[config.mk]
export PLATFORM = sky130hd
export DESIGN_NAME = wbreg_slave
export DESIGN_NICKNAME = d
export VERILOG_FILES = /design/src/rtl/wbreg_pkg.sv /design/src/rtl/wbreg_decode.sv /design/src/rtl/wbreg_bank.sv /design/src/rtl/wbreg_resp.sv /design/src/rtl/wbreg_slave.sv
export SDC_FILE = /design/constraint.sdc
export NUM_CORES = 1
export LEC_CHECK = 0
export BUFFER_PORTS_ARGS = -buffer_cell sky130_fd_sc_hd__buf_2
export CAP_MARGIN = 20
export CORE_MARGIN = 5
export CORE_UTILIZATION = 45
export DETAILED_ROUTE_END_ITERATION = 8
export PLACE_DENSITY_LB_ADDON = 0.25
export SETUP_SLACK_MARGIN = 0.4
export SLEW_MARGIN = 20
export SYNTH_ARGS = -nofsm -noshare
export SYNTH_HDL_FRONTEND = slang
export SYNTH_SLANG_ARGS = --single-unit
export TNS_END_PERCENT = 50
[constraint.sdc]
create_clock -name clk -period 2.3 [get_ports clk]
set_input_delay 0.23 -clock clk [delete_from_list [all_inputs] [get_ports clk]]
set_output_delay 0.23 -clock clk [all_outputs]
set_load 0.005 [all_outputs]
[src/rtl/wbreg_pkg.sv]
package wbreg_pkg;
  localparam int unsigned DATA_W = 32;
  localparam int unsigned ADDR_W = 32;
  localparam int unsigned LANES  = DATA_W / 8;

  typedef logic [DATA_W-1:0] wb_word_t;
  typedef logic [ADDR_W-1:0] wb_addr_t;
  typedef logic [LANES-1:0]  wb_sel_t;
endpackage

[src/rtl/wbreg_decode.sv]
// Splits the in-window offset into alignment, word index and mapped flag.
module wbreg_decode #(
  parameter int unsigned WIN_BYTES = 32,
  parameter int unsigned NUM_REGS  = 6,
  localparam int unsigned AW = $clog2(WIN_BYTES),
  localparam int unsigned IW = AW - 2
) (
  input  logic [AW-1:0] off_i,
  output logic          aligned_o,
  output logic          mapped_o,
  output logic [IW-1:0] idx_o
);
  assign aligned_o = (off_i[1:0] == 2'b00);
  assign idx_o     = off_i[AW-1:2];
  assign mapped_o  = ({1'b0, idx_o} < (IW+1)'(NUM_REGS));
endmodule

[src/rtl/wbreg_bank.sv]
// Register storage with per-byte-lane write enables; unbuilt slots read zero.
module wbreg_bank
  import wbreg_pkg::*;
#(
  parameter int unsigned WIN_BYTES = 32,
  parameter int unsigned NUM_REGS  = 6,
  localparam int unsigned AW    = $clog2(WIN_BYTES),
  localparam int unsigned IW    = AW - 2,
  localparam int unsigned WORDS = 1 << IW
) (
  input  logic          clk,
  input  logic          rst,
  input  logic          wr_go_i,
  input  logic [IW-1:0] idx_i,
  input  wb_word_t      wdata_i,
  input  wb_sel_t       sel_i,
  output wb_word_t      rdata_o
);
  wb_word_t word_all [WORDS];

  for (genvar w = 0; w < WORDS; w++) begin : g_word
    if (w < NUM_REGS) begin : g_store
      logic hit;
      assign hit = wr_go_i && (idx_i == IW'(w));
      for (genvar l = 0; l < LANES; l++) begin : g_lane
        logic [7:0] byte_q;
        always_ff @(posedge clk) begin
          if (rst) begin
            byte_q <= '0;
          end else if (hit && sel_i[l]) begin
            byte_q <= wdata_i[8*l +: 8];
          end
        end
        assign word_all[w][8*l +: 8] = byte_q;
      end
    end else begin : g_hole
      assign word_all[w] = '0;
    end
  end

  assign rdata_o = word_all[idx_i];
endmodule

[src/rtl/wbreg_resp.sv]
// Handshake: registered ack/err held until cyc falls, registered read data.
module wbreg_resp
  import wbreg_pkg::*;
(
  input  logic     clk,
  input  logic     rst,
  input  logic     cyc_i,
  input  logic     stb_i,
  input  logic     we_i,
  input  logic     aligned_i,
  input  wb_word_t rword_i,
  output logic     start_o,
  output logic     ack_o,
  output logic     err_o,
  output wb_word_t dat_o
);
  logic     ack_q, err_q;
  wb_word_t dat_q;

  assign start_o = cyc_i && stb_i && !ack_q && !err_q;

  always_ff @(posedge clk) begin
    if (rst) begin
      ack_q <= 1'b0;
      err_q <= 1'b0;
      dat_q <= '0;
    end else if (!cyc_i) begin
      ack_q <= 1'b0;
      err_q <= 1'b0;
    end else if (start_o) begin
      if (aligned_i) begin
        ack_q <= 1'b1;
        if (!we_i) dat_q <= rword_i;
      end else begin
        err_q <= 1'b1;
      end
    end
  end

  assign ack_o = ack_q;
  assign err_o = err_q;
  assign dat_o = dat_q;
endmodule

[src/rtl/wbreg_slave.sv]
// Top: byte-addressed register bank behind a classic bus slave port.
module wbreg_slave
  import wbreg_pkg::*;
#(
  parameter int unsigned WIN_BYTES = 32,
  parameter int unsigned NUM_REGS  = 6
) (
  input  logic        clk,
  input  logic        rst,
  input  logic        wb_cyc_i,
  input  logic        wb_stb_i,
  input  logic        wb_we_i,
  input  logic [31:0] wb_adr_i,
  input  logic [31:0] wb_dat_i,
  input  logic [3:0]  wb_sel_i,
  output logic [31:0] wb_dat_o,
  output logic        wb_ack_o,
  output logic        wb_err_o
);
  localparam int unsigned AW = $clog2(WIN_BYTES);
  localparam int unsigned IW = AW - 2;

  logic          aligned, mapped, start, wr_go;
  logic [IW-1:0] idx;
  wb_word_t      rword;
  logic          unused_hi;

  // Bits above the window are deliberately ignored.
  assign unused_hi = ^wb_adr_i[ADDR_W-1:AW];

  wbreg_decode #(.WIN_BYTES(WIN_BYTES), .NUM_REGS(NUM_REGS)) u_dec (
    .off_i    (wb_adr_i[AW-1:0]),
    .aligned_o(aligned),
    .mapped_o (mapped),
    .idx_o    (idx)
  );

  assign wr_go = start && wb_we_i && aligned && mapped;

  wbreg_bank #(.WIN_BYTES(WIN_BYTES), .NUM_REGS(NUM_REGS)) u_bank (
    .clk    (clk),
    .rst    (rst),
    .wr_go_i(wr_go),
    .idx_i  (idx),
    .wdata_i(wb_dat_i),
    .sel_i  (wb_sel_i),
    .rdata_o(rword)
  );

  wbreg_resp u_resp (
    .clk      (clk),
    .rst      (rst),
    .cyc_i    (wb_cyc_i),
    .stb_i    (wb_stb_i),
    .we_i     (wb_we_i),
    .aligned_i(aligned),
    .rword_i  (rword),
    .start_o  (start),
    .ack_o    (wb_ack_o),
    .err_o    (wb_err_o),
    .dat_o    (wb_dat_o)
  );
endmodule

==> metrics.md <==
| Metric | Value |
|---|---|
| Status | `finished, final reports clean` |
| Predominant post-synthesis flop cell | `dfxtp_1` |
| Required @ worst endpoint | `2.68 ns` |
| Synth-to-layout area growth | `17.2%` |
| Clock share of power | `a little under half` |
| Detailed placement HPWL | `between 15000 and 20000 um` |
| CP Class | `flip-flop to flip-flop` |
| Die height | `approximately 160 um` |
| Worst-path clk slew | `~0.060 ns` |
| Critical Path End Type | `flip-flop` |
| Post-synthesis sequential area ratio | `45.7%` |
| CTS tree | `done` |
| WHS Endpoint | `u_resp.ack_o` |
| Skew-Pair Late Insertion Delay | `between 0.5 and 0.6 ns` |
| Endpoints failing hold | `0` |
| Fraction of layout cells with a size suffix above 1 | `between 20% and 30%` |
| Fin nets | `roughly 1.1k` |
| RSZ-0062 raised after global routing | `yes` |
| Average wire per standard cell | `between 15 and 20 um` |
| Buffers & Inverters on Critical Path | `1` |
| Slew Limit Fails | `0` |
| Max rail drop VDD | `400 uV` |
| Worst hold slack | `between 0.06 and 0.07 ns` |
| Worst R2R Path Depth | `4` |
| Flop and latch count out of synthesis | `approximately 230` |
| Fmax | `roughly 540 MHz` |
| Post-synth EDFFs | `0` |
| Synth top area share | `between 40 and 50%` |
| Die Area | `around 25000 sq um` |
| Reg2reg start | `u_resp.err_o` |
| Pre-antenna DRT Iters | `5` |
| Setup TNS | `0 ns` |
| CP Max Fanout | `54` |
| Worst EP arrival | `2.23 ns` |
| Clk_skew | `around 0.007 ns` |
| Slew margin rel. | `roughly 59%` |
| H-tree depth | `1` |
| Commonest cells in the synthesized netlist | `226 x dfxtp_1, 225 x nand2_1, 192 x mux2i_1` |
| Total placed cells including tap cells | `~1.3k` |
| LEAKAGE | `about 5.4 nW` |
| # rows | `between 50 and 60` |
| Worst Hold Depth | `3` |
| Die width | `around 160 um` |
| Via count | `between 7k and 8k` |
| R2r setup slk | `roughly 0.44 ns` |
| Worst-margin pin slew | `0.616 ns` |
| Pwr Density | `about 700 nW/um^2` |
| Critical Path Start Type | `flip-flop` |
| Netlist area before placement | `between 9000 and 10000 sq um` |
| Sw Ratio | `roughly 23%` |
| Slowest cell on the critical path | `nand4_2` |
| Hold wc startpoint | `wb_stb_i` |
| Sequential power share | `between 40% and 50%` |
| RR Endpoint | `u_bank.g_word[3].g_store.g_lane[1].byte_q[0]` |
| Total CTS buffers | `24` |
| Core Region | `21800 sq um` |
| Max-Cap Viols | `0` |
| # DRC | `0` |
| Via density | `about 5.5` |
| Synth Area per Inst | `10.6 sq um` |
| Ys async rst share | `0%` |
| Starting Density | `a little under half` |
| Largest area contributor in the synthesized netlist | `dfxtp_1` |
| Clk root buf | `clkbuf_16` |
| Port bufs | `between 70 and 80` |
| Distinct cells, synth | `33` |
| GRT Util Overall | `19.4%` |
| Gpl congestion | `0.772` |
| Non-Filler Instances | `roughly 1.3k` |
| Initial DRC count | `slightly above 400` |
| Io pins | `approximately 110` |
| CTS max path bufs | `3` |
| Crit path largest cell delay | `0.45 ns` |
| Largest net degree at the start of global routing | `between 50 and 60` |
| First-pass GRT wire length | `a little under 40000 um` |
| Combinational fraction of design power | `under 10%` |
| Final Cycle Share | `80.8%` |
| Crit path cell chain | `nor4b_4 > buf_12 > nand4_2 > mux2i_1` |
| Final Power | `around 0.0083 W` |
| Internal | `between 0.006 and 0.007 W` |
| Number of global-route vias before repair | `~7.3k` |
| Hold Path Class | `input pin to flip-flop` |
| Final setup viols | `0` |
| Ys Warns | `0` |
| Gr ovfl total | `0` |
| Minimum clock period | `1.86 ns` |
| Fillers | `~1.9k` |
| Cells after synthesis | `~940` |
| Final WL | `roughly 24000 um` |
| Synth top area cells | `dfxtp_1 46%, mux2i_1 19%, nand2_1 8.5%, mux4_2 7.1%, mux2_2 3.8%` |
| Initial antenna violation count | `3` |
| Switching power | `approximately 0.0019 W` |
| CP delay by family, top | `simple AND/OR/NAND/NOR gates` |
| Net count after synthesis | `around 1.0k` |
| Antenna Nets Post-Route | `0` |
| Top-count cell post-synth | `dfxtp_1` |
| TritonCTS sink count | `between 200 and 250` |
-- state kept, by name (all words and copies together), names as in the netlist --
name / count
u_bank.g_word.g_store.g_lane.byte_q: 192
u_resp.ack_o: 1
u_resp.dat_o: 32
u_resp.err_o: 1
-- cells by family after synthesis --
family                 Yosys count  share of synthesized area [%]
AND/OR/NAND/NOR                277                           13.4
multiplexers                   256                           30.2
flip-flops                     226                           45.7
AO/OA/AOI/OAI                   98                           7.08
buffers and inverters           80                           3.63
-- how the worst max path moves through the flow --
stage,start,to,cells past startpoint
after global placement,wb_adr_i[3],u_bank.g_word[2].g_store.g_lane[2].byte_q[1],5
after CTS,u_resp.err_o,u_bank.g_word[0].g_store.g_lane[3].byte_q[4],4
final,u_resp.err_o,u_bank.g_word[3].g_store.g_lane[1].byte_q[0],4
after floorplan,u_resp.err_o,u_bank.g_word[5].g_store.g_lane[1].byte_q[5],4
after global routing,u_resp.err_o,u_bank.g_word[1].g_store.g_lane[0].byte_q[3],4
after detailed placement,wb_adr_i[3],u_bank.g_word[2].g_store.g_lane[2].byte_q[2],5
-- tightest hold or removal path, stage by stage --
cell     delay [ns]
buf_2          0.11
a21oi_1        0.12
nor3b_1        0.06
-- cell type report --
class	count	area [sq um]	share of cell area [%]
flip-flops and latches	226	4520	39.0
repair buffers	122	836	7.20
inverters	4	20.0	0.173
diodes	3	7.51	0.0647
clock inverters	4	47.5	0.410
well taps	280	350	3.02
multi-input cells	631	5070	43.7
clock buffers	39	748	6.45
-- routing by layer --
layer | part of all wire (%) | vias up | global-route usage (%)
met4 | 2.0 | 2 | 5.40
met2 | 48 | 140 | 33.0
li1 | - | 3533 | -
met3 | 4.4 | 36 | 2.77
met1 | 45 | 3471 | 25.9
met5 | 0.046 | - | 0
-- cell usage in the layout (no fill, tap or decap), types with 2 or more instances in the layout --
cell type	instances
a211oi_1	31
a221oi_1	2
a22oi_1	31
a31oi_1	31
and3b_1	8
and4_1	5
buf_12	9
buf_2	78
buf_4	34
clkbuf_1	7
clkbuf_16	25
clkbuf_8	7
clkinv_2	2
dfxtp_1	226
diode_2	3
inv_1	3
mux2_2	33
mux2i_1	192
mux4_2	31
nand2_1	225
nand2b_1	2
nand3_1	4
nand4_1	2
nand4_2	12
nand4_4	3
nor2_1	3
nor2b_4	2
or4_4	4
-- power groups by stage --
stage	Combinational (W)	Sequential, W	Clock [W]
4_1_cts	0.000497	0.00394	0.00394
2_1_floorplan	0.000280	0.00403	0
6_report	0.000499	0.00394	0.00386
5_1_grt	0.000540	0.00394	0.00409
3_3_place_gp	0.000493	0.00403	0
3_5_place_dp	0.000495	0.00403	0
-- per-stage QoR --
| stage | util, % | setup slack, ns | instance area, sq um |
|---|---|---|---|
| after floorplan | - | 0.513 | 9900 |
| after global placement | 49.4 | 0.345 | 10800 |
| after detailed placement | 49.4 | 0.345 | 10800 |
| after CTS | 53.2 | 0.425 | 11600 |
| after global routing | 53.3 | 0.352 | 11600 |
| final | 53.3 | 0.443 | 11600 |
-- what timing repair did --
item,CTS,global route
setup endpoints to repair,32,65
pin swaps,4,1
hold buffers,1,0
hold endpoints to repair,1,0
buffers inserted,0,1
cloned,0,0
gates resized for setup,0,3
No activity file was read; power rests on OpenSTA's default activity.
